===== config.mk =====
export PLATFORM = sky130hd
export DESIGN_NAME = ir_runlen_sampler
export DESIGN_NICKNAME = d
export VERILOG_FILES = /design/src/rtl/ir_rl_pkg.sv /design/src/rtl/ir_rl_tick.sv /design/src/rtl/ir_rl_filter.sv /design/src/rtl/ir_rl_encoder.sv /design/src/rtl/ir_runlen_sampler.sv
export SDC_FILE = /design/constraint.sdc
export NUM_CORES = 1
export LEC_CHECK = 0
export BUFFER_PORTS_ARGS = -buffer_cell sky130_fd_sc_hd__buf_2
export CAP_MARGIN = 20
export CELL_PAD_IN_SITES_DETAIL_PLACEMENT = 1
export CELL_PAD_IN_SITES_GLOBAL_PLACEMENT = 1
export CORE_MARGIN = 5
export CORE_UTILIZATION = 45
export DETAILED_ROUTE_END_ITERATION = 6
export PLACE_DENSITY = 0.83
export SLEW_MARGIN = 20
export SYNTH_ARGS = -nofsm -noshare
export SYNTH_HDL_FRONTEND = slang
export SYNTH_SLANG_ARGS = --single-unit

===== constraint.sdc =====
create_clock -name clk -period 4.7 [get_ports clk]
set_input_delay 0.94 -clock clk [delete_from_list [all_inputs] [get_ports clk]]
set_output_delay 0.94 -clock clk [all_outputs]
set_load 0.02 [all_outputs]

===== src/rtl/ir_rl_pkg.sv =====
package ir_rl_pkg;

    localparam int RUN_W      = 7;
    localparam int FILT_W     = 6;
    localparam int IDLE_W     = 8;
    localparam int ACT_W      = 7;
    localparam int SCALE      = 128;
    localparam int SCALE_SH   = $clog2(SCALE);
    localparam int ACT_CNT_W  = ACT_W + SCALE_SH + 1;
    localparam int IDLE_CNT_W = IDLE_W + SCALE_SH + 1;

    typedef enum logic {
        PH_WAIT   = 1'b0,
        PH_PACKET = 1'b1
    } phase_e;

    typedef struct packed {
        logic             lvl;
        logic [RUN_W-1:0] len_m1;
    } run_byte_t;

    typedef struct packed {
        logic              invert;
        logic              slow;
        logic [FILT_W-1:0] filt;
        logic [IDLE_W-1:0] idle;
        logic [ACT_W-1:0]  act_m1;
        logic              act_x128;
    } cfg_t;

    function automatic logic [ACT_CNT_W-1:0] active_target(
        input logic [ACT_W-1:0] m1,
        input logic             x128
    );
        logic [ACT_CNT_W-1:0] base;
        base = ACT_CNT_W'(m1) + 1'b1;
        return x128 ? (base << SCALE_SH) : base;
    endfunction

    function automatic logic [IDLE_CNT_W-1:0] idle_target(
        input logic [IDLE_W-1:0] n
    );
        logic [IDLE_CNT_W-1:0] base;
        base = IDLE_CNT_W'(n) + 1'b1;
        return base << SCALE_SH;
    endfunction

    function automatic logic [FILT_W-1:0] filt_need(
        input logic [FILT_W-1:0] f
    );
        return (f == '0) ? FILT_W'(1) : f;
    endfunction

endpackage


===== src/rtl/ir_rl_tick.sv =====
module ir_rl_tick #(
    parameter int DIV_FAST = 64,
    parameter int DIV_SLOW = 128
) (
    input  logic clk,
    input  logic rst,
    input  logic slow,
    output logic tick
);
    localparam int CW = $clog2(DIV_SLOW);

    logic [CW-1:0] cnt_q;
    logic [CW-1:0] last;

    assign last = slow ? CW'(DIV_SLOW - 1) : CW'(DIV_FAST - 1);
    assign tick = (cnt_q >= last);

    always_ff @(posedge clk) begin
        if (rst) begin
            cnt_q <= '0;
        end else if (tick) begin
            cnt_q <= '0;
        end else begin
            cnt_q <= cnt_q + 1'b1;
        end
    end

    AST_TICK_ISOLATED: assert property (@(posedge clk) disable iff (rst)
        tick |=> !tick);

endmodule


===== src/rtl/ir_rl_filter.sv =====
module ir_rl_filter
    import ir_rl_pkg::*;
(
    input  logic              clk,
    input  logic              rst,
    input  logic              raw,
    input  logic              invert,
    input  logic              tick,
    input  logic [FILT_W-1:0] filt,
    output logic              lvl_q,
    output logic              stb_q
);
    logic [1:0]        sync_q;
    logic              smp;
    logic [FILT_W-1:0] need;
    logic [FILT_W-1:0] diff_q;
    logic              reach;

    assign smp   = sync_q[1] ^ invert;
    assign need  = filt_need(filt);
    assign reach = ({1'b0, diff_q} + 1'b1) >= {1'b0, need};

    always_ff @(posedge clk) begin
        if (rst) begin
            sync_q <= '0;
            lvl_q  <= 1'b0;
            diff_q <= '0;
            stb_q  <= 1'b0;
        end else begin
            sync_q <= {sync_q[0], raw};
            stb_q  <= tick;
            if (tick) begin
                if (smp == lvl_q) begin
                    diff_q <= '0;
                end else if (reach) begin
                    lvl_q  <= smp;
                    diff_q <= '0;
                end else begin
                    diff_q <= diff_q + 1'b1;
                end
            end
        end
    end

    AST_FLT_STEADY: assert property (@(posedge clk) disable iff (rst)
        !tick |=> $stable(lvl_q));

    AST_FLT_STROBE_SPACING: assert property (@(posedge clk) disable iff (rst)
        stb_q |=> !stb_q);

endmodule


===== src/rtl/ir_rl_encoder.sv =====
module ir_rl_encoder
    import ir_rl_pkg::*;
(
    input  logic                  clk,
    input  logic                  rst,
    input  logic                  stb,
    input  logic                  lvl,
    input  logic [ACT_CNT_W-1:0]  act_goal,
    input  logic [IDLE_CNT_W-1:0] idle_goal,
    output logic                  out_valid,
    output logic [7:0]            out_byte,
    output logic                  pkt_end
);
    phase_e                phase_q;
    logic [ACT_CNT_W-1:0]  act_cnt_q;
    logic [IDLE_CNT_W-1:0] idle_cnt_q;
    logic                  run_lvl_q;
    logic [RUN_W-1:0]      run_len_q;
    logic                  ov_q;
    logic                  pe_q;
    run_byte_t             ob_q;

    assign out_valid = ov_q;
    assign out_byte  = ob_q;
    assign pkt_end   = pe_q;

    always_ff @(posedge clk) begin
        if (rst) begin
            phase_q    <= PH_WAIT;
            act_cnt_q  <= '0;
            idle_cnt_q <= '0;
            run_lvl_q  <= 1'b0;
            run_len_q  <= '0;
            ov_q       <= 1'b0;
            pe_q       <= 1'b0;
            ob_q       <= '0;
        end else begin
            ov_q <= 1'b0;
            pe_q <= 1'b0;
            if (stb) begin
                unique case (phase_q)
                    PH_WAIT: begin
                        if (lvl) begin
                            if ((act_cnt_q + 1'b1) >= act_goal) begin
                                phase_q    <= PH_PACKET;
                                run_lvl_q  <= 1'b1;
                                run_len_q  <= '0;
                                idle_cnt_q <= '0;
                                act_cnt_q  <= '0;
                            end else begin
                                act_cnt_q <= act_cnt_q + 1'b1;
                            end
                        end else begin
                            act_cnt_q <= '0;
                        end
                    end
                    PH_PACKET: begin
                        if (lvl != run_lvl_q) begin
                            ov_q      <= 1'b1;
                            ob_q      <= '{lvl: run_lvl_q, len_m1: run_len_q};
                            run_lvl_q <= lvl;
                            run_len_q <= '0;
                        end else if (!lvl && ((idle_cnt_q + 1'b1) >= idle_goal)) begin
                            ov_q      <= 1'b1;
                            pe_q      <= 1'b1;
                            ob_q      <= '{lvl: 1'b0, len_m1: run_len_q + 1'b1};
                            phase_q   <= PH_WAIT;
                            act_cnt_q <= '0;
                            run_len_q <= '0;
                        end else if (&run_len_q) begin
                            ov_q      <= 1'b1;
                            ob_q      <= '{lvl: run_lvl_q, len_m1: run_len_q};
                            run_len_q <= '0;
                        end else begin
                            run_len_q <= run_len_q + 1'b1;
                        end
                        idle_cnt_q <= lvl ? '0 : idle_cnt_q + 1'b1;
                    end
                    default: phase_q <= PH_WAIT;
                endcase
            end
        end
    end

    AST_END_CARRIES_BYTE: assert property (@(posedge clk) disable iff (rst)
        pe_q |-> (ov_q && ob_q == 8'h7F));

    AST_END_SINGLE: assert property (@(posedge clk) disable iff (rst)
        pe_q |=> !pe_q);

    AST_WAIT_SILENT: assert property (@(posedge clk) disable iff (rst)
        (phase_q == PH_WAIT) |=> !ov_q);

    AST_START_ON_ACTIVE: assert property (@(posedge clk) disable iff (rst)
        (phase_q == PH_PACKET && $past(phase_q) == PH_WAIT) |-> $past(stb && lvl));

    AST_BYTE_ON_SAMPLE: assert property (@(posedge clk) disable iff (rst)
        ov_q |-> $past(stb));

endmodule


===== src/rtl/ir_runlen_sampler.sv =====
module ir_runlen_sampler
    import ir_rl_pkg::*;
#(
    parameter int DIV_FAST = 64,
    parameter int DIV_SLOW = 128
) (
    input  logic       clk,
    input  logic       rst,
    input  logic       ir_in,
    input  logic       rx_invert,
    input  logic       sample_slow,
    input  logic [5:0] filter_len,
    input  logic [7:0] idle_units,
    input  logic [6:0] active_len_m1,
    input  logic       active_x128,
    output logic       run_valid,
    output logic [7:0] run_byte,
    output logic       packet_end
);
    cfg_t                  cfg;
    logic                  tick;
    logic                  flt_lvl;
    logic                  flt_stb;
    logic [ACT_CNT_W-1:0]  act_goal;
    logic [IDLE_CNT_W-1:0] idle_goal;

    assign cfg = '{invert:   rx_invert,
                   slow:     sample_slow,
                   filt:     filter_len,
                   idle:     idle_units,
                   act_m1:   active_len_m1,
                   act_x128: active_x128};

    assign act_goal  = active_target(cfg.act_m1, cfg.act_x128);
    assign idle_goal = idle_target(cfg.idle);

    ir_rl_tick #(
        .DIV_FAST (DIV_FAST),
        .DIV_SLOW (DIV_SLOW)
    ) u_tick (
        .clk  (clk),
        .rst  (rst),
        .slow (cfg.slow),
        .tick (tick)
    );

    ir_rl_filter u_filter (
        .clk    (clk),
        .rst    (rst),
        .raw    (ir_in),
        .invert (cfg.invert),
        .tick   (tick),
        .filt   (cfg.filt),
        .lvl_q  (flt_lvl),
        .stb_q  (flt_stb)
    );

    ir_rl_encoder u_enc (
        .clk       (clk),
        .rst       (rst),
        .stb       (flt_stb),
        .lvl       (flt_lvl),
        .act_goal  (act_goal),
        .idle_goal (idle_goal),
        .out_valid (run_valid),
        .out_byte  (run_byte),
        .pkt_end   (packet_end)
    );

endmodule


# Word-level counts from Yosys, hierarchy flattened
# Index checks and enable logic that the tools add are counted.
[word_totals]
regBits = 67
input_bits = 27
out_inout_bits = 10
word_cells = 86
[op_classes]
n_addsub = 8
magnitude_cmp = 4
n_eq_ne = 7
mux = 36
bitwise_logic = 4
n_reduce_logical = 13
[ops]
columns = ["op", "count"]
rows = [
  ["15-bit two-way mux", 5],
  ["16-bit two-way mux", 3],
  ["7-bit two-way mux", 6],
  ["16-bit one-hot mux with 2 select lines", 1],
  ["15-bit one-hot mux with 2 select lines", 1],
  ["8-bit two-way mux", 3],
  ["6-bit two-way mux", 3],
  ["16-bit by 1-bit adder with 16-bit output (second input constant)", 1],
  ["16-bit >= comparator", 1],
  ["15-bit by 1-bit adder with 15-bit output (second input constant)", 1],
  ["15-bit >= comparator", 1],
  ["7-bit by 1-bit adder with 7-bit output (second input constant)", 2],
  ["7-bit one-hot mux with 2 select lines", 1],
  ["3-bit AND reduction", 4],
  ["1-bit two-way mux", 11],
  ["8-bit by 1-bit adder with 9-bit output (second input constant)", 1],
  ["7-bit by 1-bit adder with 8-bit output (second input constant)", 1],
  ["6-bit by 1-bit adder with 7-bit output (second input constant)", 1],
  ["7-bit by 6-bit >= comparator with 1-bit output", 1],
  ["7-bit >= comparator", 1],
  ["7-bit AND reduction", 1],
  ["6-bit by 1-bit adder with 6-bit output (second input constant)", 1],
  ["6-bit logical NOT", 1],
  ["2-bit != test (second input constant)", 3],
  ["other kinds (13)", 17],
]

# Longest topological paths before layout
# Gate-level depths: netlist of run 1.
[logic_depth]
word_depth = 6
mapped_depth = 15

# By module
# From an unflattened synthesis of run 1, not the netlist that was laid out.
[hier_totals]
hier_cells = 612
hier_area_um2 = 4944.7
[by_module_without_submodules]
columns = ["module", "instances", "cells_per_inst", "area_per_inst_um2"]
rows = [
  ["ir_rl_encoder", 1, 452, 3648.5],
  ["ir_rl_filter", 1, 63, 574.3],
  ["ir_rl_tick", 1, 41, 366.6],
  ["ir_runlen_sampler", 1, 56, 355.3],
]

# Worst setup path before layout of run 1
# No wires, ideal clock.
[synth_path]
kind = "input-to-reg"
from = "input idle_units[0]"
to = "register u_enc.act_cnt_q[3]"
setup_ns = 0.117
arrival_time_ns = 3.321
t_required_ns = 4.583
slack_ns = 1.262
path_stages = 12
n_path_buf = 1
cell_sequence = "and3_1 -> nand3_1 -> or2_2 -> xor2_1 -> ha_1 -> nand4_1 -> nor4_2 -> a21oi_4 -> nand2b_4 -> a31o_4 -> buf_8 -> a22o_2"
[synth_between]
elab_chain_cells = 5
[synth_lines]
columns = ["element", "line", "source"]
rows = [
  ["from (decl)", "ir_runlen_sampler.sv:13", "input logic [7:0] idle_units,"],
  ["8-bit by 1-bit adder with 9-bit output", "ir_rl_pkg.sv:44", "base = IDLE_CNT_W'(n) + 1'b1;"],
  ["16-bit >= comparator", "ir_rl_encoder.sv:63", "end else if (!lvl && ((idle_cnt_q + 1'b1) >= idle_goal)) begin"],
  ["1-bit logical AND", "ir_rl_encoder.sv:63", ""],
  ["2-bit != test (no source line)", "-", ""],
  ["3-bit AND reduction (no source line)", "-", ""],
  ["to (signal assigned)", "ir_rl_encoder.sv:51", "act_cnt_q <= act_cnt_q + 1'b1;"],
  ["to (decl)", "ir_rl_encoder.sv:15", "logic [ACT_CNT_W-1:0] act_cnt_q;"],
]
# No other way between the ends.
# A chain may end at the register's enable or synchronous reset.

# Final worst setup path of run 1
[layout_path]
from = "register u_enc.idle_cnt_q[0]"
to = "register u_enc.ob_q, in the netlist u_enc.out_byte[3]"
[layout_between]
elab_chain_cells = 5
word_cells_on_any_way = 7
[layout_lines]
columns = ["element", "line", "source"]
rows = [
  ["from (decl)", "ir_rl_encoder.sv:16", "logic [IDLE_CNT_W-1:0] idle_cnt_q;"],
  ["from (signal assigned)", "ir_rl_encoder.sv:77", "idle_cnt_q <= lvl ? '0 : idle_cnt_q + 1'b1;"],
  ["16-bit by 1-bit adder with 16-bit output (*)", "ir_rl_encoder.sv:63", ""],
  ["16-bit >= comparator (*)", "ir_rl_encoder.sv:63", ""],
  ["1-bit logical AND (*)", "ir_rl_encoder.sv:63", ""],
  ["3-bit nonzero test (no source line) / 8-bit two-way mux (equally long branches)", "-", ""],
  ["3-bit AND reduction (no source line) / 8-bit two-way mux (equally long branches)", "-", ""],
  ["to (signal assigned)", "ir_rl_encoder.sv:60", "ob_q <= '{lvl: run_lvl_q, len_m1: run_len_q};"],
  ["to (signal assigned)", "ir_rl_encoder.sv:66", "ob_q <= '{lvl: 1'b0, len_m1: run_len_q + 1'b1};"],
  ["to (signal assigned)", "ir_rl_encoder.sv:72", "ob_q <= '{lvl: run_lvl_q, len_m1: run_len_q};"],
  ["to (decl)", "ir_rl_encoder.sv:21", "run_byte_t ob_q;"],
]
# Every way passes the cells marked *; elsewhere a longest branch is shown, timed or not.

==> results.md, run 1 <==
* DR iter-0 viols at 151
* Post-DP HPWL at 8587 um
* RR Endpoint: u_enc.out_byte[3]
* Critical path class: register to register
* Slew @ Worst Pin at 0.7427 ns
* Share of cells above drive strength 1 at 13.06%
* CTS Hold Bufs at 0
* GPL Wtd Cong at 0.8266
* Nets@finish at 642
* Most used flip-flop cell after synthesis: dfxtp_1
* Vias in the first global route at 4199
* GR Util All Layers at 20.08%
* DRC at 0
* Net Count, Synth at 613
* Final ANT Viol Nets at 0
* Register area share after synthesis at 30.39%
* Clk buf depth at 2
* Antenna violations before repair at 0
* CTS tree: built
* Hold_sp: u_filter.sync_q[0]
* Pwr per Cell Area at 235.2 nW/um2
* IO Pins at 37
* Maximum vdd ir drop at 0.0001307 V
* Yosys reg bits at 67
* Synth area leader: dfxtp_1
* EDFF count, synth at 0
* Reg2reg path depth at 13
* Total wire length at 11310 um
* RSZ-0062 raised after global routing: no
* Final Max Tran Viols at 0
* Clk root buf: clkbuf_8
* Clk_lat worst skew at 0.35 ns
* GRT Max-Usage Layer: met2
* Synth warn at 0
* Routed vias at 4063
* R2R Setup Slk at 0.88 ns
* Vias/cell at 5.683
* Final core occ at 50.36%
* Post-layout min period at 3.821 ns
* H-tree depth at 3
* Wire length of the first global-routing pass at 19460 um
* Synth cell count leaders: dfxtp_1, nand2_1, nor2_1, a21oi_1, ha_1
* Post-CTS Setup Bufs at 0
* Fmax at 261.7 MHz
* Setup_tns at 0 ns
* Hold Path Sink: u_filter.sync_q[1]
* Full die area at 11890 um2
* Yosys top cell area share at 30.39%
* Crit path from: u_enc.idle_cnt_q[0]
* Avg Cell Area, Syn at 8.053 um2
* Initial Utilization at 45.57%
* Hold WC Path Type: register to register
* Clk sinks at 67
* Met3 global-route usage at 3.079%
* Top cells by area, synth: dfxtp_1, ha_1, nand2_1
* Routed wire length per instance at 15.82 um
* Skew final at 0.01566 ns
* Total clock buffers created by CTS at 9
* Rows at 36
* Hold Crit Depth at 1
* Area delta synth->final at 10.52%
* Crit path capture type: register
* Core Area at 9684 um2
* Leak at 2.166 nW
* Initial DRT Pass Iterations at 4
* Pin count of the biggest net entering global routing at 38
* Chip Height at 109.0 um
* Met1 Resource Use GR at 25.78%
* Required @ worst endpoint at 4.94 ns
* Slew headroom at 50.03%
* Fraction of registers with async set/reset at 0%
* Top-count cell post-synth: dfxtp_1
* Post-route clock period utilization at 81.29%
* CTS clk-pin slew, worst paths at 0.08 ns
* Status: finished, final reports clean
* Worst-path fanout max at 10
* Mapped cell area at 4413 um2
* Synth Instances at 548
* Final Hold Vio Count at 0
* Die X at 109.0 um
* CP Launch Type: register
* # diodes at 0
* Grt met2 use at 34.69%
* Max-Cap Viols at 0
* Critical R2R Launch: u_enc.idle_cnt_q[0]
* Port Buf Inserts at 36
* Final global-route overflow total at 0
* # setup viols final at 0
* Cells resized by post-CTS repair at 0
* Worst EP arrival at 4.06 ns
* Unique masters post-synth at 60
cell families (layout without fill, tap and decap cells):
kind of cell / count (synthesis) / count (layout) / synth area share (%)
buffers and inverters: 35 / 69 / 3.374
and+or+nand+nor: 235 / 235 / 26.91
xor gates and xnor gates: 40 / 40 / 7.939
AOI/OAI and AO/OA: 130 / 130 / 19.90
adders and majority gates: 38 / 38 / 10.77
muxes: 3 / 3 / 0.7088
DFF: 67 / 67 / 30.39
worst max-delay path, cell delays in order, from the launching register on:
cell and delay, ns:
dfxtp_1 0.39, ha_1 0.26, inv_1 0.07, nor3_1 0.33, and4_1 0.36, and3_1 0.25
xor2_1 0.09, ha_1 0.30, nand4_1 0.16, nor4_2 0.41, a21oi_4 0.16, nor4_1 0.59
a31oi_1 0.18, o211a_1 0.16
per-layer routing:
| metal | vias to the layer above | share of wire (%) |
|---|---|---|
| met2 | 50 | 49 |
| met3 | 17 | 2.6 |
| met1 | 1964 | 47 |
| li1 | 2032 | - |
| met4 | 0 | 1.4 |
| met5 | - | 0 |
cells in the final DEF, fill, tap and decap left out, drive strengths merged, types with 11 or more instances in the layout:
master  synthesis  final
o21ai          28     28
xor2           23     23
or3            12     12
nand3          33     33
a31oi          11     11
and3           13     13
ha             38     38
xnor2          17     17
dfxtp          67     67
nor2           52     52
buf             8     37
inv            16     18
nand2          66     66
a21o           11     11
a21oi          40     40
per-stage QoR:
stage	power (W)	worst slack [ns]	cells	hold WS (ns)	area, um2
floorplan	0.0006385	1.262	548	0.4138	4413
global placement	0.0006638	0.9747	699	0.4153	4678
finish	0.001147	0.8793	715	0.4454	4877
global route	0.001202	0.5990	715	0.4651	4877
detailed placement	0.0006689	0.7454	699	0.4356	4678
CTS	0.001157	0.8030	715	0.4557	4877
registers in the layout, summed over array words and instances (netlist names), 2 cells and up:
| name | cells |
|---|---|
| u_enc.idle_cnt_q | 16 |
| u_enc.act_cnt_q | 15 |
| u_enc.out_byte | 8 |
| u_enc.run_len_q | 7 |
| u_tick.cnt_q | 7 |
| u_filter.diff_q | 6 |
| u_filter.sync_q | 2 |
how the worst max path moves through the flow:
stage / to / slack [ns]
finish: u_enc.out_byte[3] / 0.88
global route: u_enc.out_byte[3] / 0.60
CTS: u_enc.out_byte[3] / 0.80
detailed placement: u_enc.out_byte[3] / 0.75
global placement: u_enc.out_byte[3] / 0.97
floorplan: u_enc.act_cnt_q[3] / 1.26
final cells by class:
cell class	instances	area, um2
fillers	1204	4807
clock buffers	9	123.9
flip-flops and latches	67	1341
repair buffers	37	187.7
well taps	133	166.4
inverters	16	60.06
clock inverters	7	75.07
multi-input cells	446	2923
power by group:
group	switching, W	internal [W]	total, W	leakage [nW]
logic	0.0000491	0.0000331	0.0000822	1.52
registers	0.00000278	0.000570	0.000573	0.540
clock network	0.000243	0.000249	0.000492	0.104
total	0.000295	0.000852	0.00115	2.17
No activity file was read; power rests on OpenSTA's default activity.
==> run 2, diff against run 1 <==
- ABC_AREA: unset -> 1
- CORE_UTILIZATION: 45 -> 39
- PLACE_DENSITY: 0.83 -> 0.79
- clock period: 4.7 -> 3.5 ns (I/O delays scaled with it)
==> results.md, run 2 <==
* Initial DRT Pass Iterations at 4 (unchanged)
* Final Hold Vio Count at 0 (unchanged)
* Clk buf depth at 2 (unchanged)
* Mapped cell area at 4638 um2 (+5.1%)
* Register area share after synthesis at 28.92% (-1.5 points)
* EDFF count, synth at 0 (unchanged)
* Synth Instances at 682 (+24%)
* Skew final at 0.007417 ns (-0.008240 ns)
* Antenna violations before repair at 0 (unchanged)
* Synth area leader: dfxtp_1
* Core Area at 11520 um2 (+19%)
* CTS tree: built
* IO Pins at 37 (unchanged)
* Hold WC Path Type: register to register
* Max-Cap Viols at 0 (unchanged)
* Clk root buf: clkbuf_16
* DRC at 0 (unchanged)
* Post-route clock period utilization at 96.24% (+15 points)
* Routed wire length per instance at 14.61 um (-7.7%)
* Post-layout min period at 3.369 ns (-0.4522 ns)
* Total wire length at 12770 um (+13%)
* CTS Hold Bufs at 0 (unchanged)
* Wire length of the first global-routing pass at 20710 um (+6.4%)
* Post-DP HPWL at 9189 um (+7.0%)
* Maximum vdd ir drop at 0.0001673 V (+28%)
* Required @ worst endpoint at 3.77 ns (-1.17 ns)
* H-tree depth at 3 (unchanged)
* Initial Utilization at 40.28% (-5.3 points)
* Die X at 119.1 um (+9.2%)
* Top-count cell post-synth: nand2_1
* Unique masters post-synth at 38 (-37%)
* Status: finished, final reports clean
* Pwr per Cell Area at 337.6 nW/um2 (+44%)
* Net Count, Synth at 747 (+22%)
* Largest register FFs at 16 (unchanged)
* Yosys top cell area share at 28.92% (-1.5 points)
* Most frequent cells in the layout: nand2_1, inv_1, nor2_1
* Slew @ Worst Pin at 0.7136 ns (-0.02912 ns)
* DR iter-0 viols at 227 (+50%)
* GPL Wtd Cong at 0.8226 (-0.48%)
* Setup_tns at 0 ns (unchanged)
* Vias in the first global route at 4694 (+12%)
* Routed vias at 4508 (+11%)
* Synth warn at 0 (unchanged)
* Rows at 39 (+8.3%)
* CP Launch Type: register
* Chip Height at 119.1 um (+9.2%)
* Layout Cell Area excl Fill at 5504 um2 (+13%)
* Avg Cell Area, Syn at 6.801 um2 (-16%)
* Share of cells above drive strength 1 at 16.28% (+3.2 points)
* Yosys reg bits at 67 (unchanged)
* Vias/cell at 5.158 (-9.2%)
* Placed Cells at 850 (+22%)
* Synth cell count leaders: nand2_1, inv_1, nor2_1, dfxtp_1, a21oi_1
* Crit path capture type: register
* Full die area at 14170 um2 (+19%)
* Fmax at 296.9 MHz (+13%)
* Worst EP arrival at 3.64 ns (-0.42 ns)
* Most common cell after layout, fill and taps aside: nand2_1
* Top cells by area, synth: dfxtp_1, nand2_1, ha_1
* Pin count of the biggest net entering global routing at 40 (+5.3%)
* Placed Area at 4937 um2 (+5.5%)
* Filler instances at 1507 (+25%)
* Worst slack at placement at 0.005836 ns (-0.7396 ns)
* Final global-route overflow total at 0 (unchanged)
* Nets@finish at 791 (+23%)
* Final Max Tran Viols at 0 (unchanged)
* CTS clk-pin slew, worst paths at 0.06 ns (-0.02 ns)
* Critical path class: register to register
* Clk sinks at 67 (unchanged)
* Slew headroom at 52.38% (+2.3 points)
* Port Buf Inserts at 36 (unchanged)
* # diodes at 0 (unchanged)
* Non-Filler Instances at 874 (+22%)
* Total clock buffers created by CTS at 9 (unchanged)
* Area delta synth->final at 18.67%
* Clk_lat worst skew at 0.34 ns (about the same)
* GR Util All Layers at 17.42% (-2.7 points)
* Fraction of registers with async set/reset at 0% (unchanged)
* # setup viols final at 0 (unchanged)
* Most used flip-flop cell after synthesis: dfxtp_1
* Worst-path fanout max at 5 (-5)
* Final ANT Viol Nets at 0 (unchanged)
* Leak at 2.593 nW (+20%)
* Most flops, register: u_enc.idle_cnt_q
* Setup ws final at 0.1315 ns (-0.7478 ns)
run 2: changes by cell type after synthesis, moves of 6 or more:
cell	before	now
and2_1	8	2
nor2_1	50	71
or3_1	12	0
a21o_1	11	2
and3_1	13	0
nand2_1	65	186
o21ai_0	28	11
a31oi_1	10	0
a21oi_1	39	49
xnor2_1	17	7
inv_1	16	84
nand3_1	33	43
xor2_1	23	33
nand4_1	8	19
run 2: cell families (layout without fill, tap and decap cells):
group                    Yosys count  count (layout)  share of synthesized area (%)
flip-flops                        67              67                          28.92
AND/OR/NAND/NOR                  363             363                          35.42
XOR/XNOR                          40              40                          7.553
AO/OA/AOI/OAI                     71              71                          8.282
adder cells (fa/ha/maj)           38              38                          10.25
buffers and inverters            103             152                          9.576
run 2: metrics by stage:
stage / hold slack (ns) / util, % / power, W
final: 0.4273 / 47.79 / 0.001858
after global routing: 0.4516 / 47.79 / 0.001925
after detailed placement: 0.4260 / 42.87 / 0.0009050
after CTS: 0.4360 / 45.63 / 0.001867
after floorplan: 0.3883 / - / 0.0008613
after global placement: 0.3967 / 42.87 / 0.0008967
run 2: worst paths after layout:
kind / slack (ns) / end / depth (start not counted) / startpoint
max: 0.13 / u_enc.idle_cnt_q[10] / 21 / u_enc.act_cnt_q[1]
min: 0.43 / u_filter.sync_q[1] / 2 / u_filter.sync_q[0]
max reg2reg: 0.13 / u_enc.idle_cnt_q[10] / 21 / u_enc.act_cnt_q[1]
min reg2reg: 0.43 / u_filter.sync_q[1] / 2 / u_filter.sync_q[0]
run 2: where the power goes:
part | switching (W) | leakage (nW) | internal (W)
Sequential | 0.00000212 | 0.543 | 0.000766
Combinational | 0.0000762 | 1.90 | 0.0000470
Clock | 0.000345 | 0.150 | 0.000621
run 2: area by class of cell:
class / instances / area (um2) / share of cell area, %
Clock buffer: 11 / 232.7 / 4.228
Timing Repair Buffer: 51 / 347.8 / 6.320
Clock inverter: 5 / 77.57 / 1.409
Sequential cell: 67 / 1350 / 24.53
Multi-Input combinational cell: 512 / 2998 / 54.47
Tap cell: 143 / 178.9 / 3.251
Inverter: 85 / 319.1 / 5.797
run 2: routing by layer:
layer	vias up	wire (um)	share of wire [%]	GRT usage, %
met5	-	0	0	0
met2	51	6485	51	32.04
met3	10	340	2.7	3.128
met4	0	148	1.2	5.431
met1	2167	5790	45	20.43
li1	2280	-	-	-
run 2: timing repair:
action                                  in CTS  in global routing
pin swaps                                    0                 14
cloned                                       0                  3
endpoints found under the setup margin       1                 48
gates resized for setup                      2                 37
buffers inserted                             0                  5
run 2: worst max-delay path: stages, from the launching register on:
cell,delay (ns)
dfxtp_4,0.36
ha_4,0.15
nand3_4,0.09
nor3_4,0.24
nand4_1,0.19
buf_4,0.19
nor3_4,0.19
xor2_2,0.25
ha_4,0.25
inv_2,0.05
nor2_2,0.04
nand2_2,0.07
a21oi_2,0.04
nor2_1,0.15
nand2_1,0.08
nor2_2,0.16
nand2_2,0.10
nand3b_1,0.19
buf_6,0.16
clkbuf_16,0.14
nand2_1,0.05
a21oi_1,0.15
